--- config.mk ---
export PLATFORM = sky130hd
export DESIGN_NAME = frame_pacer
export DESIGN_NICKNAME = d
export VERILOG_FILES = /design/src/rtl/frame_pacer.sv
export SDC_FILE = /design/constraint.sdc
export NUM_CORES = 1
export LEC_CHECK = 0
export CAP_MARGIN = 20
export CORE_MARGIN = 2
export CORE_UTILIZATION = 57
export CTS_CLUSTER_DIAMETER = 50
export DETAILED_ROUTE_END_ITERATION = 8
export DONT_BUFFER_PORTS = 1
export PLACE_DENSITY = 0.75
export SYNTH_ARGS = -nofsm -noshare
export SYNTH_HDL_FRONTEND = slang
export SYNTH_SLANG_ARGS = --single-unit
export TNS_END_PERCENT = 5
--- constraint.sdc ---
create_clock -name clk -period 3.15 [get_ports clk]
set_clock_uncertainty 0.05 [all_clocks]
set_input_delay 0.1575 -clock clk [delete_from_list [all_inputs] [get_ports clk]]
set_output_delay 0.1575 -clock clk [all_outputs]
set_load 0.02 [all_outputs]
--- src/rtl/frame_pacer.sv ---
module frame_pacer #(
  parameter int CYC_PER_US = 100,
  parameter int US_PER_MS  = 1000,
  parameter int LEN_W      = 11,
  parameter int CHAN_W     = 16,
  parameter int DEPTH      = 4
) (
  input  logic              clk,
  input  logic              rst_n,
  input  logic [2:0]        cfg_gap_code,
  input  logic [LEN_W-1:0]  cfg_max_len,
  input  logic              in_valid,
  output logic              in_ready,
  input  logic [LEN_W-1:0]  in_len,
  input  logic [CHAN_W-1:0] in_chan,
  output logic              out_valid,
  input  logic              out_ready,
  output logic [LEN_W-1:0]  out_len,
  output logic [CHAN_W-1:0] out_chan,
  output logic              oversize_flag
);
  localparam int CPM   = CYC_PER_US * US_PER_MS;
  localparam int PRE_W = (CPM > 1) ? $clog2(CPM) : 1;
  localparam int PTR_W = (DEPTH > 1) ? $clog2(DEPTH) : 1;
  localparam int CNT_W = $clog2(DEPTH + 1);

  logic [LEN_W-1:0]  q_len  [DEPTH];
  logic [CHAN_W-1:0] q_chan [DEPTH];
  logic [PTR_W-1:0]  rd_ptr, wr_ptr;
  logic [CNT_W-1:0]  count;

  logic             open_q;
  logic [PRE_W-1:0] pre;
  logic [7:0]       ms;
  logic [2:0]       code_q;
  logic [7:0]       gap_last;

  logic accept, too_long, push, pop, expiring;

  assign accept   = in_valid && in_ready;
  assign too_long = in_len > cfg_max_len;
  assign push     = accept && !too_long;
  assign pop      = out_valid && out_ready;
  assign gap_last = (8'd1 << code_q) - 8'd1;
  assign expiring = !open_q && (pre == PRE_W'(CPM - 1)) && (ms == gap_last);

  assign in_ready  = count != CNT_W'(DEPTH);
  assign out_valid = (count != '0) && (open_q || expiring);
  assign out_len   = q_len[rd_ptr];
  assign out_chan  = q_chan[rd_ptr];

  always_ff @(posedge clk) begin
    if (!rst_n) begin
      open_q <= 1'b1;
      pre    <= '0;
      ms     <= '0;
      code_q <= '0;
    end else if (pop) begin
      open_q <= 1'b0;
      pre    <= '0;
      ms     <= '0;
      code_q <= cfg_gap_code;
    end else if (!open_q) begin
      if (pre == PRE_W'(CPM - 1)) begin
        pre <= '0;
        if (ms == gap_last) open_q <= 1'b1;
        else                ms     <= ms + 8'd1;
      end else begin
        pre <= pre + PRE_W'(1);
      end
    end
  end

  always_ff @(posedge clk) begin
    if (push) begin
      q_len[wr_ptr]  <= in_len;
      q_chan[wr_ptr] <= in_chan;
    end
  end

  always_ff @(posedge clk) begin
    if (!rst_n) begin
      rd_ptr        <= '0;
      wr_ptr        <= '0;
      count         <= '0;
      oversize_flag <= 1'b0;
    end else begin
      oversize_flag <= accept && too_long;
      if (push) wr_ptr <= (wr_ptr == PTR_W'(DEPTH - 1)) ? '0 : wr_ptr + PTR_W'(1);
      if (pop)  rd_ptr <= (rd_ptr == PTR_W'(DEPTH - 1)) ? '0 : rd_ptr + PTR_W'(1);
      count <= count + CNT_W'(push) - CNT_W'(pop);
    end
  end
endmodule

Word-level counts from Yosys, hierarchy flattened. Memories as Yosys holds them, arrays and structs flattened. A register that Yosys moved wholly into a read port is not among the register bits. Cells that the tools add are included.

Add/subtract/negate cells: 7. Order comparisons: 1. Eq/ne operators: 5. Shifts and indexed selects: 1. Muxes and demuxes: 13. Bitwise logic cells: 3. Reductions and logical operators: 13.

Operators with widths (count): $add A17 B1 Y17 const B (1); $eq A17 B17 Y1 const B (1); $mux W17 (1); $mux W2 (6); $gt A11 B11 Y1 (1); $add A8 B1 Y8 const B (1); $eq A8 B8 Y1 (1); $shl A1 B3 Y8 const A (1); $sub A8 B1 Y8 const B (1); $logic_and A1 B1 Y1 (7); $mux W1 (6); $add A2 B1 Y2 const B (2); $eq A2 B2 Y1 const B (2); $add A3 B1 Y3 (1); $ne A3 B3 Y1 const B (1); $not A1 Y1 (3); $reduce_and A3 Y1 (1); $reduce_bool A3 Y1 (1); $sub A3 B1 Y3 (1); $logic_not A1 Y1 (2); $reduce_or A2 Y1 (1); $logic_or A1 B1 Y1 (1).

Flip-flop bits (word level): 37. Memory bits (writable): 108. Bits of input ports: 45. Output and inout port bits: 30. Word-level logic and storage cells: 53. Memories: 2.

Memories: q_chan (depth 4, width 16, read ports 1, clocked after Yosys merged registers in 1, write ports 1, RTL line 28) `logic [CHAN_W-1:0] q_chan [DEPTH];`; q_len (depth 4, width 11, read ports 1, clocked after Yosys merged registers in 1, write ports 1, RTL line 27) `logic [LEN_W-1:0] q_len [DEPTH];`.

Depth between registers and ports, before layout.
Depth in word-level cells: 9. Gate-level depth with buffers: 16. Depth with buffers taken out: 16.

Least setup slack after synthesis. Ideal clock, no wire load.

Kind: register -> register. From: reg pre[0]. To: reg count[2]. Arrival: 2.768 ns. Slack: 0.217 ns. Stages on the path, launching flop included: 15. Clock period less this slack: 2.933 ns. Cell sequence: dfxtp_1 > ha_1 > and4bb_1 > nand4_1 > a211oi_1 > a31oi_1 > nor2_2 > ha_1 > inv_1 > ha_1 > inv_1 > fa_1 > xnor2_1 > xnor2_1 > and2_1.

Cells in the longest elaborated chain, start to end: 7.

Ends and longest elaborated chain: start, declared (RTL line 33) `logic [PRE_W-1:0] pre;`; start signal, assigned (RTL line 69) `pre <= pre + PRE_W'(1);`; $eq A17 B17 Y1 (RTL line 45) `assign expiring = !open_q && (pre == PRE_W'(CPM - 1)) && (ms == gap_last);`; $logic_and A1 B1 Y1 (2 in a row) (RTL line 45); $logic_or A1 B1 Y1 (RTL line 48) `assign out_valid = (count != '0) && (open_q || expiring);`; $logic_and A1 B1 Y1 (RTL line 48); $logic_and A1 B1 Y1 (RTL line 43) `assign pop = out_valid && out_ready;`; $sub A3 B1 Y3 (RTL line 91) `count <= count + CNT_W'(push) - CNT_W'(pop);`; end signal, assigned (RTL line 91); end, declared (RTL line 30) `logic [CNT_W-1:0] count;`.

No other way between the ends. A chain may end at the register's enable or synchronous reset.

Worst setup path in the final report. Same ends and word-level chain as after synthesis.

==> flow_summary.yaml <==
outcome:
  outcome: "completed"
critical_path:
  cp_max_fo: 4
  r2r_slack_ns: 0.25
  criticalPathCategory: "flop to flop"
  slowest_stage: "dfxtp_1"
  path_cells: "ha_1 > and4bb_1 > nand4_1 > a211oi_2 > a31oi_2 > nor2_2 > ha_1 > inv_1 > ha_1 > inv_1 > fa_1 > xnor2_1 > xnor2_1 > and2_1"
  critPathArrivalTime_ns: 3.25
  worstSetupStartpointType: "flop"
  r2r_cells: 14
  slowest_delay_ns: 0.37
  worst-path-stages: 14
  crit_path_end_kind: "flop"
  cp_top_family: "adder cells"
  cp_num_buf_inv: 2
  crit_top_cell: "ha_1"
  critical_path_required_ns: 3.50
floorplanning:
  core_area_mm2: 0.0107
  fp.dieArea_mm2: 0.0117
  rows: 38
  die_w_um: 108
  start_util_pct: 57.8
  die_h_um: 108
  io_pins: 75
route:
  drc: 0
  first_pass_iters: 4
  vias: 3544
  wl_per_cell_um: 19.3
  viasPerCell: 5.77
  antenna_left: 0
  wl_um: 11800
  drtIter0Drc: 167
sta:
  hold_ws_ns: 0.0586
  finalCritPeriodShare_pct: 92.0
  slew_headroom_pct: 47.2
  finalWorstSetupSlack_ns: 0.250
  slew_violations: 0
  fmax_ghz: 0.345
  hold_viol: 0
  tightest_slew_ns: 0.787
  setup_viol: 0
  min_period_ns: 2.90
global_route:
  top_usage_layer: "met2"
  grt_pass1_wl_um: 19100
  globalRouteMet3Util_pct: 5.67
  overflow: 0
  use_met1_pct: 26.3
  grtUsageMet2_pct: 38.4
  grt_pass1_vias: 3721
  grt_max_degree: 28
  antenna_found_initial: 0
  track_usage_pct: 22.0
power:
  pwr_density_cell_mw_per_mm2: 732
  intPower_mw: 3.82
  power_switching_mw: 1.52
  swShare_pct: 28.4
  pwr-share-seq_pct: 44.4
  power_frac_comb_pct: 18.7
  vdd_drop_max_uv: 429
  p_clk_share_pct: 36.9
  p_leak_nw: 2.51
finish:
  finalNonFillerCells: 614
  antenna_cells: 0
  nets: 527
  postLayoutCellArea_mm2: 0.00728
  areaGrowthSynthToFinish_pct: 17.7
  drive_gt1_share_pct: 16.2
cts:
  post_cts_buffers: 0
  clock-sinks: 147
  root_buffer: "clkbuf_8"
  cts_buffers: 17
  htreeDepth: 4
  clk_path_buf_depth: 2
  insertion_delay_ns: 0.51
  clkTransAtPathRegs_ns: 0.06
  cts_tree: "done"
logic_synthesis:
  ys_ff_latch: 147
  yosys.area.top_type: "edfxtp_1"
  ys_seq_area_share_pct: 65.0
  synthTopCellsByArea: "edfxtp_1, dfxtp_1, mux4_2, ha_1, nor2_1"
  synth_cell_types: 50
  synthesis.area_mm2: 0.00619
  synthDominantCellAreaShare_pct: 52.4
  synth_flop_cell: "edfxtp_1"
  async_reset_ff_share_pct: 0
  synth_nets: 481
  ys_warn_count: 0
  synth_enable_flop_cells: 108
  netlist_instances: 415
  avgSynthCellArea_um2: 14.9
place:
  placed_cells: 549
  dp_slack_ns: 0.162
  io_buffers: 0
  placed_area_mm2: 0.00635
  dp_hpwl_um: 7250
  place.gp.congestion: 0.828
flow_run:
  maxCapViolCount: 0
hold_path:
  hp-class: "input pin to flop"
  hold-path-cell-count: 4
## cells in the mapped netlist (4+ instances only)
master	n
clkbuf_1	7
o21ai_0	7
mux2i_1	9
a21o_1	4
edfxtp_1	108
nor2_1	32
xnor2_1	8
nor2b_1	5
or4_1	4
nand3_1	12
nand2_1	29
ha_1	20
a21oi_1	11
inv_1	20
o31ai_1	5
mux4_2	27
nor3_1	6
dfxtp_1	39
and2_1	8
xor2_1	13
## flip-flops by register name, summed over array words and instances, names as in the netlist, named ones only
name / cells
code_q: 3
count: 3
ms: 8
open_q: 1
oversize_flag: 1
pre: 17
q_chan: 64
q_len: 44
rd_ptr: 2
wr_ptr: 2
## area by class of cell
class / count / area [µm²]
clock buffer: 18 / 418
clock inverter: 14 / 169
fill: 737 / 3410
inverter: 20 / 75.1
multi-input combinational: 234 / 2030
sequential: 147 / 4030
tap: 140 / 175
timing repair buffer: 41 / 390
## kinds of logic after synthesis
| family | after synthesis | synth area share [%] |
|---|---|---|
| compound gates | 39 | 4.13 |
| mux | 36 | 11.3 |
| simple gates | 117 | 9.77 |
| flops | 147 | 65.0 |
| buf+inv | 34 | 2.43 |
| xor+xnor | 21 | 2.97 |
| fa+ha+maj | 21 | 4.37 |
## layer usage
metal,routed length (µm),vias up
met1,4740,1774
li1,-,1660
met5,0,-
met2,6330,99
met3,617,11
met4,154,0
## metrics by stage
step,setup TNS [ns],util [%],total power [mW]
CTS,0,67.9,5.38
global route,-0.00750,68.1,5.57
finish,0,68.1,5.33
global placement,0,59.3,3.32
floorplan,0,-,3.17
detailed placement,0,59.3,3.36
## cell usage in the layout (no fill, tap or decap), drive strengths merged, types with 2 or more instances in the layout
master and count:
dlygate4sd3 33, or3 3, clkbuf 18, and2 9, and4bb 2, nand3 13
buf 8, clkinv 2, ha 20, xor2 13, bufinv 2, or4 4
xnor2 8, mux4 27, dfxtp 39, a21oi 11, inv 27, nand4b 2
o21ai 9, nor2 33, edfxtp 108, mux2i 9, nand4 3, nor3 7
nand2b 2, o31ai 6, clkinvlp 3, nand2 29, and3 2, nor2b 5
a21o 4
## power by group through the flow
stage	clock network (mW)	logic, mW	registers (mW)
6_report	1.97	1.00	2.37
5_1_grt	2.08	1.09	2.39
4_1_cts	2.00	1.01	2.37
3_5_place_dp	0	0.949	2.41
3_3_place_gp	0	0.927	2.39
2_1_floorplan	0	0.842	2.33
## repair_timing
item | CTS | global route
hold buffers | 33 | 0
endpoints found under the hold margin | 130 | 0
resized for setup | 0 | 5
endpoints found under the setup margin | 0 | 1
## worst paths after layout
check	startpoint	endpoint
worst min register to register	rd_ptr[1]$_SDFFE_PN0N_	flop
worst max register to register	pre[0]$_SDFFE_PP0N_	count[2]$_SDFF_PN0_
worst max-delay path	pre[0]$_SDFFE_PP0N_	count[2]$_SDFF_PN0_
worst min-delay path	out_ready	code_q[2]$_SDFFE_PN0N_
## worst reg2reg max path, cell delays in order (launching register included)
cell and delay (ns):
dfxtp_1 0.37, ha_1 0.21, and4bb_1 0.20, nand4_1 0.19, a211oi_2 0.22, a31oi_2 0.15
nor2_2 0.13, ha_1 0.24, inv_1 0.06, ha_1 0.13, inv_1 0.05, fa_1 0.37
xnor2_1 0.15, xnor2_1 0.12, and2_1 0.15
Note: power is estimated with default switching activity, not from simulation.
